`src/rtl/tut_pkg.sv`:
```
`timescale 1ns/1ps
package tut_pkg;
  // number of bit periods after the start bit
  function automatic int tail_len(input int dw, input int stop);
    return dw + stop;
  endfunction
endpackage

```
`src/rtl/tut_ring.sv`:
```
`timescale 1ns/1ps
module tut_ring #(
  parameter int DEPTH = 32,
  parameter int DW    = 8
) (
  input  logic          clk,
  input  logic          rst_n,
  input  logic          push_valid,
  output logic          push_ready,
  input  logic [DW-1:0] push_data,
  input  logic          pop,
  output logic [DW-1:0] pop_data,
  output logic          is_empty
);
  localparam int AW = $clog2(DEPTH);

  logic [DW-1:0] store [DEPTH];
  logic [AW:0]   wr_idx, rd_idx;
  logic          full, push_fire;

  assign is_empty  = (wr_idx == rd_idx);
  assign full      = (wr_idx[AW] != rd_idx[AW]) && (wr_idx[AW-1:0] == rd_idx[AW-1:0]);
  assign push_ready = !full;
  assign push_fire = push_valid && !full;
  assign pop_data  = store[rd_idx[AW-1:0]];

  always_ff @(posedge clk) begin
    if (push_fire) store[wr_idx[AW-1:0]] <= ~push_data;
  end

  always_ff @(posedge clk or negedge rst_n) begin
    if (!rst_n) begin
      wr_idx <= '0;
      rd_idx <= '0;
    end else begin
      if (push_fire) wr_idx <= wr_idx + 1'b1;
      if (pop)       rd_idx <= rd_idx + 1'b1;
    end
  end


  occupancy_limit_chk: assert property (@(posedge clk) disable iff (!rst_n)
    (wr_idx - rd_idx) <= (AW+1)'(DEPTH));


  full_hold_chk: assert property (@(posedge clk) disable iff (!rst_n)
    (full && !pop) |=> $stable(wr_idx));


  no_underflow_chk: assert property (@(posedge clk) disable iff (!rst_n)
    pop |-> !is_empty);
endmodule

```
`src/rtl/tut_serializer.sv`:
```
`timescale 1ns/1ps
module tut_serializer
  import tut_pkg::*;
#(
  parameter int DW   = 8,
  parameter int STOP = 2
) (
  input  logic          clk,
  input  logic          rst_n,
  input  logic          tick,
  input  logic          avail,
  input  logic [DW-1:0] load_data,
  output logic          take,
  output logic          txd,
  output logic          busy
);
  localparam int FL = tail_len(DW, STOP);
  localparam int CW = $clog2(FL + 1);

  logic [DW-1:0] shreg;
  logic [CW-1:0] left;

  assign busy = (left != '0);
  assign take = tick && !busy && avail;

  always_ff @(posedge clk or negedge rst_n) begin
    if (!rst_n) begin
      shreg <= '0;
      left  <= '0;
      txd   <= 1'b0;
    end else if (tick) begin
      if (busy) begin
        txd   <= shreg[0];
        shreg <= shreg >> 1;
        left  <= left - 1'b1;
      end else if (avail) begin
        shreg <= load_data;
        left  <= CW'(FL);
        txd   <= 1'b1;
      end
    end
  end


  stop_low_chk: assert property (@(posedge clk) disable iff (!rst_n)
    (tick && busy && left <= CW'(STOP)) |=> !txd);


  line_hold_chk: assert property (@(posedge clk) disable iff (!rst_n)
    !tick |=> $stable(txd));


  count_range_chk: assert property (@(posedge clk) disable iff (!rst_n)
    left <= CW'(FL));
endmodule

```
`src/rtl/tick_uart_tx.sv`:
```
`timescale 1ns/1ps
module tick_uart_tx #(
  parameter int DEPTH = 32,
  parameter int DW    = 8,
  parameter int STOP  = 2
) (
  input  logic          clk,
  input  logic          rst_n,
  input  logic          in_valid,
  output logic          in_ready,
  input  logic [DW-1:0] in_data,
  input  logic          tick,
  output logic          txd,
  output logic          empty
);
  logic          ring_empty, take, busy;
  logic [DW-1:0] head;

  tut_ring #(.DEPTH(DEPTH), .DW(DW)) u_ring (
    .clk(clk), .rst_n(rst_n),
    .push_valid(in_valid), .push_ready(in_ready), .push_data(in_data),
    .pop(take), .pop_data(head), .is_empty(ring_empty)
  );

  tut_serializer #(.DW(DW), .STOP(STOP)) u_ser (
    .clk(clk), .rst_n(rst_n), .tick(tick),
    .avail(!ring_empty), .load_data(head),
    .take(take), .txd(txd), .busy(busy)
  );

  assign empty = ring_empty && !busy;


  empty_line_low_chk: assert property (@(posedge clk) disable iff (!rst_n)
    empty |-> !txd);


  fetch_idle_chk: assert property (@(posedge clk) disable iff (!rst_n)
    take |=> $rose(busy));
endmodule

```
`config.mk`:
```
export PLATFORM = sky130hd
export DESIGN_NAME = tick_uart_tx
export DESIGN_NICKNAME = d
export VERILOG_FILES = /design/src/rtl/tut_pkg.sv /design/src/rtl/tut_ring.sv /design/src/rtl/tut_serializer.sv /design/src/rtl/tick_uart_tx.sv
export SDC_FILE = /design/constraint.sdc
export NUM_CORES = 1
export LEC_CHECK = 0
export CORE_MARGIN = 5
export CORE_UTILIZATION = 55
export DETAILED_ROUTE_END_ITERATION = 8
export PLACE_DENSITY = 0.72
export SLEW_MARGIN = 20
export SYNTH_ARGS = -nofsm -noshare
export SYNTH_HDL_FRONTEND = slang
export SYNTH_HIERARCHICAL = 1
export SYNTH_SLANG_ARGS = --single-unit
```
`constraint.sdc`:
```
create_clock -name clk -period 4.3 [get_ports clk]
set_clock_uncertainty 0.15 [all_clocks]
set_input_delay 0.645 -clock clk [delete_from_list [all_inputs] [get_ports clk]]
set_output_delay 0.645 -clock clk [all_outputs]
set_load 0.02 [all_outputs]
```
==> results of run 1 <==
==> worst max path at each step <==
stage,from,slack [ns],to,depth (start not counted)
floorplan,u_ring/rd_idx[1],2.10,empty,5
global placement,u_ring/rd_idx[0],1.04,u_ser/shreg[1],6
detailed placement,u_ring/rd_idx[0],1.02,u_ser/shreg[1],6
CTS,u_ring/rd_idx[2],0.49,empty,5
global route,u_ring/rd_idx[2],0.35,empty,5
finish,u_ring/rd_idx[2],0.47,empty,5
==> power by group through the flow <==
stage                     clock network [mW]  registers [mW]  logic (mW)
after detailed placement                   0            3.62        1.88
final                                   2.49            3.57        1.89
after global routing                    2.66            3.61        2.03
after global placement                     0            3.61        1.84
after floorplan                            0            3.40        1.67
after CTS                               2.53            3.57        1.89
==> worst max-delay path, stage by stage (launching register included) <==
cell	delay [ns]
sky130_fd_sc_hd__dfrtp_1	0.87
sky130_fd_sc_hd__xnor2_1	0.22
sky130_fd_sc_hd__nand3_2	0.28
sky130_fd_sc_hd__nor3_1	0.33
sky130_fd_sc_hd__nor2b_4	0.19
sky130_fd_sc_hd__clkdlybuf4s50_1	0.60
==> flip-flops by register name, indices dropped and copies added (netlist names) <==
signal,count
u_ser/left,4
u_ser/shreg,8
u_ring/wr_idx,6
u_ser/txd,1
u_ring/rd_idx,6
u_ring/store,256
==> cell families after synthesis <==
family / Yosys count / share of synthesized area, %
adder cells (fa/ha/maj): 7 / 0.768
multiplexers: 92 / 12.4
XOR/XNOR: 16 / 1.36
AND/OR/NAND/NOR: 81 / 3.83
flip-flops: 281 / 72.9
AO/OA/AOI/OAI: 92 / 6.10
buffers and inverters: 50 / 2.69
==> per-layer routing <==
layer  wire length, um  vias up  share of wire (%)  GRT usage, %
met2             11400      271                 48          31.5
met3              2080       31                8.8          4.16
met1              9700     3078                 41          29.3
li1                  -     2520                  -             -
met5                 0        -                  0             0
met4               467        0                2.0          5.26
==> layout by cell type, fill, tap and decap left out, drive strengths merged, types with 13 or more instances in the layout <==
master	instances
nor2	37
clkdlybuf4s50	14
dfrtp	25
clkbuf	38
o22ai	14
mux2i	51
edfxtp	256
xnor2	13
mux4	39
a22oi	15
==> final cells by class <==
| cell class | instances | area (um2) | share of cell area [%] |
|---|---|---|---|
| well taps | 270 | 338 | 2.67 |
| repair buffers | 18 | 170 | 1.35 |
| multi-input cells | 288 | 2790 | 22.1 |
| clock inverters | 14 | 169 | 1.34 |
| clock buffers | 38 | 790 | 6.25 |
| flip-flops and latches | 281 | 8320 | 65.9 |
| inverters | 15 | 56.3 | 0.446 |
==> through the flow <==
step / cells / instance area (um2) / utilization [%]
after floorplan: 619 / 11400 / -
after global placement: 872 / 11700 / 57.5
after detailed placement: 872 / 11700 / 57.5
after CTS: 924 / 12600 / 62.2
after global routing: 924 / 12600 / 62.2
final: 924 / 12600 / 62.2
==> metrics.txt, run 1 <==
# TYPE chip_impl_metric gauge
chip_impl_info{name="outcome",value="complete, no violations"} 1
chip_impl_metric{name="final_net_count",unit=""} 651
chip_impl_metric{name="max_slew_violation_total_from_the_final_report",unit=""} 0
chip_impl_metric{name="cts_inserted_buffers",unit=""} 28
chip_impl_metric{name="p_switching",unit="mW"} 2.33
chip_impl_info{name="setup_repair_after_global_routing_missed_its_margin",value="false"} 1
chip_impl_metric{name="final.min_clock_period",unit="ns"} 3.83
chip_impl_info{name="tritoncts",value="done"} 1
chip_impl_metric{name="power.sequential.fraction",unit="%"} 44.9
chip_impl_metric{name="peakVddDrop",unit="mV"} 0.357
chip_impl_metric{name="clock_sink_count",unit=""} 281
chip_impl_metric{name="die_w",unit="um"} 154
chip_impl_metric{name="route.detailed.wl_per_inst",unit="um"} 25.6
chip_impl_info{name="synth_area_leaders",value="sky130_fd_sc_hd__edfxtp_1 (67%), sky130_fd_sc_hd__mux4_2 (7.7%), sky130_fd_sc_hd__dfrtp_1 (5.5%)"} 1
chip_impl_metric{name="route.vias.total",unit=""} 5900
chip_impl_metric{name="p_clk_share",unit="%"} 31.3
chip_impl_metric{name="worstPathRequired",unit="ns"} 3.50
chip_impl_metric{name="die_span_in_y",unit="um"} 154
chip_impl_metric{name="share_of_post_route_cells_with_drive_strength_above_1",unit="%"} 17.1
chip_impl_metric{name="power_per_cell_area",unit="nW/um2"} 630
chip_impl_metric{name="hold_buffers",unit=""} 0
chip_impl_metric{name="grt_util_all_layers",unit="%"} 20.1
chip_impl_metric{name="static-leakage-power",unit="nW"} 4.14
chip_impl_metric{name="pre_cts_setup_slack",unit="ns"} 1.02
chip_impl_metric{name="grt_pass1_wl",unit="um"} 36300
chip_impl_metric{name="ctsHtreeMaxLevel",unit=""} 1
chip_impl_metric{name="vias_in_the_first_global_route",unit=""} 5844
chip_impl_metric{name="postSynthRegisterBits",unit=""} 281
chip_impl_metric{name="r2r_cells",unit=""} 6
chip_impl_metric{name="antenna_cells_inserted",unit=""} 0
chip_impl_metric{name="drtAntennaViolNets",unit=""} 0
chip_impl_metric{name="maxCapViolCount",unit=""} 0
chip_impl_metric{name="initial_utilization",unit="%"} 56.2
chip_impl_metric{name="synth.lib_cells_used.distinct",unit=""} 55
chip_impl_metric{name="internal-power",unit="mW"} 5.63
chip_impl_metric{name="post_synth_net_total",unit=""} 638
chip_impl_info{name="synth_top_cells_by_count",value="sky130_fd_sc_hd__edfxtp_1 (256), sky130_fd_sc_hd__mux2i_1 (51), sky130_fd_sc_hd__mux4_2 (39), sky130_fd_sc_hd__nor2_1 (37), sky130_fd_sc_hd__dfrtp_1 (25)"} 1
chip_impl_info{name="regToRegStartpoint",value="u_ring/rd_idx[0]"} 1
chip_impl_metric{name="rows",unit=""} 52
chip_impl_metric{name="power_switching_share",unit="%"} 29.2
chip_impl_metric{name="gr-total-overflow",unit=""} 0
chip_impl_metric{name="ios",unit=""} 15
chip_impl_metric{name="drc_errors",unit=""} 0
chip_impl_metric{name="synth.avg_cell_area",unit="um2"} 18.4
chip_impl_info{name="post-synth-top-count-cell",value="sky130_fd_sc_hd__edfxtp_1"} 1
chip_impl_metric{name="clkSlewWorstSetupHoldPaths",unit="ns"} 0.06
chip_impl_metric{name="maximum_number_of_pins_on_one_net_before_global_route_repair",unit=""} 50
chip_impl_metric{name="route.final.wire_length",unit="um"} 23700
chip_impl_metric{name="yosys_warnings",unit=""} 6
chip_impl_metric{name="dieArea",unit="um2"} 23700
chip_impl_info{name="root_buffer",value="sky130_fd_sc_hd__clkbuf_16"} 1
chip_impl_info{name="worst_setup_path_end_kind",value="primary output"} 1
chip_impl_metric{name="final-setup-viol-count",unit=""} 0
chip_impl_info{name="worst_hold_path_type",value="in2async"} 1
chip_impl_metric{name="slew-limit-headroom",unit="%"} 28.8
chip_impl_metric{name="timing.setup.tns",unit="ns"} 0
chip_impl_metric{name="dp_hpwl",unit="um"} 14400
chip_impl_metric{name="detailedRoute.firstIterationViolations",unit=""} 695
chip_impl_metric{name="synthDominantCellAreaShare",unit="%"} 67.4
chip_impl_metric{name="yosysSeqAreaShare",unit="%"} 72.9
chip_impl_metric{name="worst_case_clock_buffer_depth",unit=""} 3
chip_impl_metric{name="postCtsSetupBuffers",unit=""} 0
chip_impl_metric{name="netlist_instances",unit=""} 619
chip_impl_metric{name="cts_repair_resize_count",unit=""} 0
chip_impl_info{name="regToRegEndpoint",value="u_ser/shreg[1]"} 1
chip_impl_metric{name="fin_ws",unit="ns"} 0.472
chip_impl_metric{name="finalWeightedCongestion",unit=""} 0.857
chip_impl_info{name="setup.worst_path.class",value="reg2out"} 1
chip_impl_metric{name="mappedNetlistArea",unit="um2"} 11400
chip_impl_metric{name="synth_enable_flop_cells",unit=""} 256
chip_impl_metric{name="grt_antenna_before_repair",unit=""} 0
chip_impl_metric{name="area_growth_syn_to_layout",unit="%"} 10.7
chip_impl_info{name="dominantRegCellSynth",value="sky130_fd_sc_hd__edfxtp_1"} 1
chip_impl_metric{name="via_per_inst",unit=""} 6.39
chip_impl_metric{name="reg2reg_slack",unit="ns"} 1.06
chip_impl_metric{name="max_freq",unit="MHz"} 261
chip_impl_metric{name="hold_ws",unit="ns"} 0.333
chip_impl_metric{name="power.combinational.fraction",unit="%"} 23.8
chip_impl_metric{name="critical_path_arrival",unit="ns"} 3.03
chip_impl_metric{name="core_area",unit="um2"} 20300
chip_impl_metric{name="path_max_fanout",unit=""} 22
chip_impl_info{name="synth_top_cell_by_area",value="sky130_fd_sc_hd__edfxtp_1"} 1
chip_impl_metric{name="clock_insertion_delay_worst_skew",unit="ns"} 0.54
chip_impl_metric{name="dr.pass1.iters",unit=""} 5
chip_impl_metric{name="filler_cells",unit=""} 1410
chip_impl_metric{name="timing_worst_slew_pin_value",unit="ns"} 1.07
chip_impl_metric{name="timing_hold_violations_final",unit=""} 0
chip_impl_metric{name="placement.io_buffers",unit=""} 14
chip_impl_metric{name="synth-async-reset-ratio",unit="%"} 8.90
chip_impl_info{name="cp_startpoint_kind",value="flip-flop"} 1
chip_impl_metric{name="finalCritPeriodShare",unit="%"} 89.0
chip_impl_metric{name="report.power.total",unit="mW"} 7.96
No activity file was read; power rests on OpenSTA's default activity.
==> run 2, diff against run 1 <==
- CORE_UTILIZATION: 55 -> 52
- PLACE_DENSITY: 0.72 -> 0.69
- SKIP_LAST_GASP: unset -> 1
==> run 2 against run 1 <==
  * Hold slack worse by 0.034 ns
  * Largest cell class unchanged
  * Die area is 5.4% higher
  * First-iteration DRC count is 20% lower
==> metrics.txt, run 2 (same netlist as run 1, synthesis figures left out) <==
# TYPE chip_impl_metric gauge
chip_impl_info{name="tritoncts",value="done"} 1
chip_impl_metric{name="placement.io_buffers",unit=""} 14
chip_impl_metric{name="route.detailed.wl_per_inst",unit="um"} 24.7
chip_impl_metric{name="drc_errors",unit=""} 0
chip_impl_metric{name="cts_inserted_buffers",unit=""} 29
chip_impl_metric{name="route.final.wire_length",unit="um"} 23100
chip_impl_info{name="highest_layer",value="met4"} 1
chip_impl_metric{name="power_per_cell_area",unit="nW/um2"} 628
chip_impl_metric{name="ios",unit=""} 15
chip_impl_metric{name="cp_num_buf_inv",unit=""} 1
chip_impl_info{name="setup.worst_path.class",value="reg2out"} 1
chip_impl_metric{name="worstPathRequired",unit="ns"} 3.50
chip_impl_metric{name="peakVddDrop",unit="mV"} 0.372
chip_impl_metric{name="clock_sink_count",unit=""} 281
chip_impl_metric{name="met3_wirelength",unit="um"} 1420
chip_impl_metric{name="largest_register_ff_count",unit=""} 256
chip_impl_metric{name="final.min_clock_period",unit="ns"} 3.77
chip_impl_metric{name="critical_path_arrival",unit="ns"} 2.98
chip_impl_metric{name="die_w",unit="um"} 158
chip_impl_metric{name="static-leakage-power",unit="nW"} 4.14
chip_impl_metric{name="grt_antenna_before_repair",unit=""} 0
chip_impl_metric{name="final_net_count",unit=""} 652
chip_impl_info{name="critical_path_cell_by_cell",value="xnor2_1, nand3_2, nor3_1, nor2b_4, clkdlybuf4s50_1"} 1
chip_impl_metric{name="grt_util_all_layers",unit="%"} 19.1
chip_impl_metric{name="rows",unit=""} 54
chip_impl_metric{name="worst_case_clock_buffer_depth",unit=""} 3
chip_impl_info{name="cp_startpoint_kind",value="flip-flop"} 1
chip_impl_metric{name="fin_util",unit="%"} 58.2
chip_impl_metric{name="antenna_cells_inserted",unit=""} 0
chip_impl_metric{name="grt_pass1_wl",unit="um"} 35600
chip_impl_metric{name="detail_route.wirelength.met1",unit="um"} 9370
chip_impl_metric{name="drtAntennaViolNets",unit=""} 0
chip_impl_metric{name="via_per_inst",unit=""} 6.19
chip_impl_metric{name="clkSlewWorstSetupHoldPaths",unit="ns"} 0.06
chip_impl_metric{name="maxCapViolCount",unit=""} 0
chip_impl_metric{name="route.vias.total",unit=""} 5789
chip_impl_metric{name="die_span_in_y",unit="um"} 158
chip_impl_metric{name="cts_repair_resize_count",unit=""} 0
chip_impl_metric{name="gr-total-overflow",unit=""} 0
chip_impl_metric{name="area_taken_by_multi_input_logic_gates",unit="um2"} 2790
chip_impl_info{name="most_frequent_cells_in_the_layout",value="sky130_fd_sc_hd__edfxtp_1 (256), sky130_fd_sc_hd__mux2i_1 (51), sky130_fd_sc_hd__mux4_2 (39)"} 1
chip_impl_metric{name="initial_utilization",unit="%"} 52.6
chip_impl_metric{name="clock_insertion_delay_worst_skew",unit="ns"} 0.55
chip_impl_info{name="worst_setup_path_end_kind",value="primary output"} 1
chip_impl_metric{name="timing_worst_slew_pin_value",unit="ns"} 1.05
chip_impl_metric{name="path_max_fanout",unit=""} 22
chip_impl_metric{name="max_freq",unit="MHz"} 265
chip_impl_metric{name="core_area",unit="um2"} 21700
chip_impl_metric{name="max_slew_violation_total_from_the_final_report",unit=""} 0
chip_impl_metric{name="final-setup-viol-count",unit=""} 0
chip_impl_metric{name="share_of_post_route_cells_with_drive_strength_above_1",unit="%"} 16.9
chip_impl_metric{name="area_growth_syn_to_layout",unit="%"} 10.8
chip_impl_metric{name="dp_hpwl",unit="um"} 13900
chip_impl_metric{name="ctsHtreeMaxLevel",unit=""} 1
chip_impl_metric{name="dieArea",unit="um2"} 25000
chip_impl_metric{name="routed-wl-met2",unit="um"} 11500
chip_impl_metric{name="hold_ws",unit="ns"} 0.299
chip_impl_metric{name="cpPeakStageDelay",unit="ns"} 0.82
chip_impl_metric{name="maximum_number_of_pins_on_one_net_before_global_route_repair",unit=""} 66
chip_impl_metric{name="area.sequential",unit="um2"} 8320
chip_impl_metric{name="slew-limit-headroom",unit="%"} 29.9
chip_impl_metric{name="dr.pass1.iters",unit=""} 5
chip_impl_info{name="worst_hold_path_type",value="in2async"} 1
chip_impl_metric{name="finalWeightedCongestion",unit=""} 0.808
chip_impl_info{name="root_buffer",value="sky130_fd_sc_hd__clkbuf_16"} 1
chip_impl_info{name="critPathTopFamily",value="flip-flops"} 1
chip_impl_metric{name="postCtsSetupBuffers",unit=""} 0
chip_impl_metric{name="vias_in_the_first_global_route",unit=""} 5933
chip_impl_metric{name="hold_buffers",unit=""} 0
chip_impl_metric{name="filler_cells",unit=""} 1573
chip_impl_info{name="layout.cells.most_common",value="sky130_fd_sc_hd__edfxtp_1"} 1
chip_impl_metric{name="timing_hold_violations_final",unit=""} 0
chip_impl_info{name="critPathSlowestCell",value="sky130_fd_sc_hd__dfrtp_1"} 1
chip_impl_info{name="setup_repair_after_global_routing_missed_its_margin",value="false"} 1
chip_impl_metric{name="finalCritPeriodShare",unit="%"} 87.7
chip_impl_info{name="outcome",value="complete, no violations"} 1
chip_impl_metric{name="detailedRoute.firstIterationViolations",unit=""} 554
chip_impl_metric{name="timing.setup.tns",unit="ns"} 0
==> run 2: layer usage <==
layer | vias to the layer above | track usage [%]
met3 | 56 | 3.06
met4 | 0 | 5.56
met1 | 2981 | 26.5
met2 | 218 | 31.7
li1 | 2534 | -
met5 | - | 0
==> run 2: path summary, 6_finish.rpt <==
check                                       from          endpoint  slack (ns)  cells after the start
worst max-delay path            u_ring/rd_idx[2]             empty        0.53                      5
worst min-delay path                       rst_n  u_ring/wr_idx[4]        0.30                      1
worst max register to register  u_ring/rd_idx[1]    u_ser/shreg[3]        1.03                      7
worst min register to register  u_ring/rd_idx[5]  u_ring/rd_idx[5]        0.35                      1
max in group asynchronous                  rst_n  u_ring/rd_idx[0]        3.04                      2
min in group clk                u_ring/rd_idx[5]  u_ring/rd_idx[5]        0.35                      1
==> run 2: layout make-up <==
cell class / instances / area share (%)
clock buffer: 37 / 6.30
tap: 280 / 2.77
sequential: 281 / 65.8
timing repair buffer: 18 / 1.35
inverter: 15 / 0.446
clock inverter: 16 / 1.22
multi-input combinational: 288 / 22.1
==> run 2: metrics by stage <==
stage / cell area, um2 / total power [mW] / setup WS [ns] / instances
final: 12600 / 7.94 / 0.528 / 935
after global routing: 12600 / 8.27 / 0.368 / 935
after CTS: 12600 / 7.98 / 0.500 / 935
after detailed placement: 11700 / 5.53 / 1.05 / 882
after global placement: 11700 / 5.49 / 1.07 / 882
after floorplan: 11400 / 5.07 / 2.10 / 619
==> run 2: power breakdown <==
part / switching, mW / total (mW) / internal, mW
Combinational: 1.07 / 1.93 / 0.861
Clock: 0.978 / 2.46 / 1.48
Sequential: 0.290 / 3.55 / 3.25
==> run 2: worst reg2reg max path, cell delays in order (launching register included) <==
cell and delay (ns):
sky130_fd_sc_hd__dfrtp_2 0.39, sky130_fd_sc_hd__buf_4 0.79, sky130_fd_sc_hd__nand3b_1 0.66, sky130_fd_sc_hd__o22ai_1 0.29, sky130_fd_sc_hd__a211oi_1 0.43, sky130_fd_sc_hd__a22oi_1 0.15, sky130_fd_sc_hd__o22ai_1 0.17, sky130_fd_sc_hd__a2bb2oi_1 0.09
==> run 3, diff against run 2 <==
- MAX_ROUTING_LAYER: unset -> met4
==> run 3 against run 2 <==
  * Register-to-register slack gained 0.03 ns
  * Combinational power hardly changed
  * Largest power group unchanged
  * Utilization stayed put
  * Cell count did not move
  * Hold slack worse by 0.0012 ns
  * Critical path depth is the same
  * Fmax down 0.71%
  * Die area did not move
  * Setup slack lost 0.027 ns
==> metrics.txt, run 3 (same netlist as run 1, synthesis figures left out) <==
# TYPE chip_impl_metric gauge
chip_impl_metric{name="final-setup-viol-count",unit=""} 0
chip_impl_metric{name="maxCapViolCount",unit=""} 0
chip_impl_metric{name="route.detailed.wl_per_inst",unit="um"} 24.7
chip_impl_info{name="most_frequent_cells_in_the_layout",value="sky130_fd_sc_hd__edfxtp_1 (256), sky130_fd_sc_hd__mux2i_1 (51), sky130_fd_sc_hd__mux4_2 (39)"} 1
chip_impl_metric{name="vias_in_the_first_global_route",unit=""} 5933
chip_impl_metric{name="grt_pass1_wl",unit="um"} 35700
chip_impl_metric{name="peakVddDrop",unit="mV"} 0.372
chip_impl_info{name="worst_hold_path_type",value="in2async"} 1
chip_impl_info{name="cp_startpoint_kind",value="flip-flop"} 1
chip_impl_metric{name="area.sequential",unit="um2"} 8320
chip_impl_metric{name="area_taken_by_multi_input_logic_gates",unit="um2"} 2790
chip_impl_metric{name="clkSlewWorstSetupHoldPaths",unit="ns"} 0.06
chip_impl_metric{name="placement.io_buffers",unit=""} 14
chip_impl_metric{name="timing_hold_violations_final",unit=""} 0
chip_impl_info{name="setup_repair_after_global_routing_missed_its_margin",value="false"} 1
chip_impl_info{name="regToRegStartpoint",value="u_ring/rd_idx[1]"} 1
chip_impl_metric{name="core_area",unit="um2"} 21700
chip_impl_metric{name="area_growth_syn_to_layout",unit="%"} 10.8
chip_impl_metric{name="report.power.total",unit="mW"} 7.94
chip_impl_metric{name="grt_antenna_before_repair",unit=""} 0
chip_impl_metric{name="timing.setup.tns",unit="ns"} 0
chip_impl_metric{name="cts_repair_resize_count",unit=""} 0
chip_impl_metric{name="r2r_cells",unit=""} 7
chip_impl_metric{name="finalCritPeriodShare",unit="%"} 88.4
chip_impl_info{name="outcome",value="complete, no violations"} 1
chip_impl_metric{name="worst_case_clock_buffer_depth",unit=""} 3
chip_impl_metric{name="dpl.cell_count",unit=""} 882
chip_impl_metric{name="static-leakage-power",unit="nW"} 4.14
chip_impl_info{name="setup.worst_path.class",value="reg2out"} 1
chip_impl_metric{name="final_net_count",unit=""} 652
chip_impl_metric{name="antenna_cells_inserted",unit=""} 0
chip_impl_metric{name="pre_cts_setup_slack",unit="ns"} 1.05
chip_impl_info{name="worst_setup_path_end_kind",value="primary output"} 1
chip_impl_metric{name="slew-limit-headroom",unit="%"} 28.2
chip_impl_metric{name="filler_cells",unit=""} 1573
chip_impl_metric{name="reg2reg_slack",unit="ns"} 1.06
chip_impl_metric{name="dr.pass1.iters",unit=""} 5
chip_impl_metric{name="die_span_in_y",unit="um"} 158
chip_impl_metric{name="power_per_cell_area",unit="nW/um2"} 628
chip_impl_metric{name="worstPathRequired",unit="ns"} 3.50
chip_impl_metric{name="ios",unit=""} 15
chip_impl_info{name="regToRegEndpoint",value="u_ser/shreg[3]"} 1
chip_impl_metric{name="gr-total-overflow",unit=""} 0
chip_impl_metric{name="path_max_fanout",unit=""} 22
chip_impl_metric{name="drtAntennaViolNets",unit=""} 0
chip_impl_metric{name="initial_utilization",unit="%"} 52.6
chip_impl_metric{name="max_slew_violation_total_from_the_final_report",unit=""} 0
chip_impl_metric{name="final-instance-count-excl-fill",unit=""} 935
chip_impl_metric{name="die_w",unit="um"} 158
chip_impl_metric{name="critical_path_arrival",unit="ns"} 3.00
chip_impl_info{name="crit_end",value="empty"} 1
chip_impl_metric{name="route.vias.total",unit=""} 5779
chip_impl_metric{name="largest_register_ff_count",unit=""} 256
chip_impl_metric{name="ctsHtreeMaxLevel",unit=""} 1
chip_impl_metric{name="rows",unit=""} 54
chip_impl_metric{name="maximum_number_of_pins_on_one_net_before_global_route_repair",unit=""} 66
chip_impl_info{name="tritoncts",value="done"} 1
chip_impl_metric{name="max_freq",unit="MHz"} 263
chip_impl_metric{name="timing_worst_slew_pin_value",unit="ns"} 1.08
chip_impl_metric{name="clock_sink_count",unit=""} 281
chip_impl_metric{name="finalWeightedCongestion",unit=""} 0.819
chip_impl_info{name="root_buffer",value="sky130_fd_sc_hd__clkbuf_16"} 1
chip_impl_metric{name="dp_hpwl",unit="um"} 13900
chip_impl_metric{name="route.final.wire_length",unit="um"} 23100
chip_impl_metric{name="hold_buffers",unit=""} 0
chip_impl_metric{name="clock_insertion_delay_worst_skew",unit="ns"} 0.54
chip_impl_metric{name="final.min_clock_period",unit="ns"} 3.80
chip_impl_info{name="layout.cells.most_common",value="sky130_fd_sc_hd__edfxtp_1"} 1
chip_impl_metric{name="postCtsSetupBuffers",unit=""} 0
chip_impl_metric{name="dieArea",unit="um2"} 25000
chip_impl_metric{name="grt_util_all_layers",unit="%"} 19.7
chip_impl_metric{name="cts_inserted_buffers",unit=""} 29
chip_impl_metric{name="hold_ws",unit="ns"} 0.298
chip_impl_info{name="worstSetupStartpoint",value="u_ring/rd_idx[2]"} 1
chip_impl_metric{name="detailedRoute.firstIterationViolations",unit=""} 509
chip_impl_metric{name="share_of_post_route_cells_with_drive_strength_above_1",unit="%"} 16.9
chip_impl_metric{name="via_per_inst",unit=""} 6.18
chip_impl_metric{name="drc_errors",unit=""} 0
chip_impl_metric{name="fin_ws",unit="ns"} 0.501
run 3: cell counts in the layout (fill, tap and decap cells not counted):
No cell type changed its count.
run 3: how the worst min path moves through the flow:
stage | start | to | slack [ns]
6_report | rst_n | u_ring/wr_idx[3] | 0.30
5_1_grt | rst_n | u_ring/wr_idx[4] | 0.32
4_1_cts | rst_n | u_ring/wr_idx[5] | 0.30
3_5_place_dp | u_ring/rd_idx[5] | u_ring/rd_idx[5] | 0.33
3_3_place_gp | u_ring/wr_idx[5] | u_ring/wr_idx[5] | 0.34
2_1_floorplan | rst_n | u_ring/rd_idx[0] | 0.20
run 3: critical path: stages (launching register included):
cell                              delay (ns)
sky130_fd_sc_hd__dfrtp_1                0.85
sky130_fd_sc_hd__xnor2_1                0.21
sky130_fd_sc_hd__nand3_2                0.26
sky130_fd_sc_hd__nor3_1                 0.35
sky130_fd_sc_hd__nor2b_4                0.19
sky130_fd_sc_hd__clkdlybuf4s50_1        0.60
run 3: per-layer routing:
| metal | wire, um | vias to the layer above | part of all wire, % | global-route usage (%) |
|---|---|---|---|---|
| li1 | - | 2535 | - | - |
| met3 | 1540 | 55 | 6.7 | 3.06 |
| met1 | 9170 | 2975 | 40 | 26.5 |
| met2 | 11700 | 214 | 51 | 31.8 |
| met5 | 0 | - | 0 | - |
| met4 | 654 | 0 | 2.8 | 5.56 |
run 3: power breakdown:
group	internal (mW)	total, mW	switching (mW)
clock network	1.48	2.46	0.977
logic	0.861	1.94	1.08
registers	3.25	3.55	0.290
run 3: layout make-up:
cell class,instances,share of cell area [%]
clock buffers,37,6.30
clock inverters,16,1.22
inverters,15,0.446
multi-input cells,288,22.1
flip-flops and latches,281,65.8
well taps,280,2.77
repair buffers,18,1.35
run 3: metrics by stage:
| stage | utilization (%) | cell area (um2) |
|---|---|---|
| detailed placement | 53.9 | 11700 |
| finish | 58.2 | 12600 |
| global placement | 53.9 | 11700 |
| floorplan | - | 11400 |
| CTS | 58.2 | 12600 |
| global route | 58.2 | 12600 |
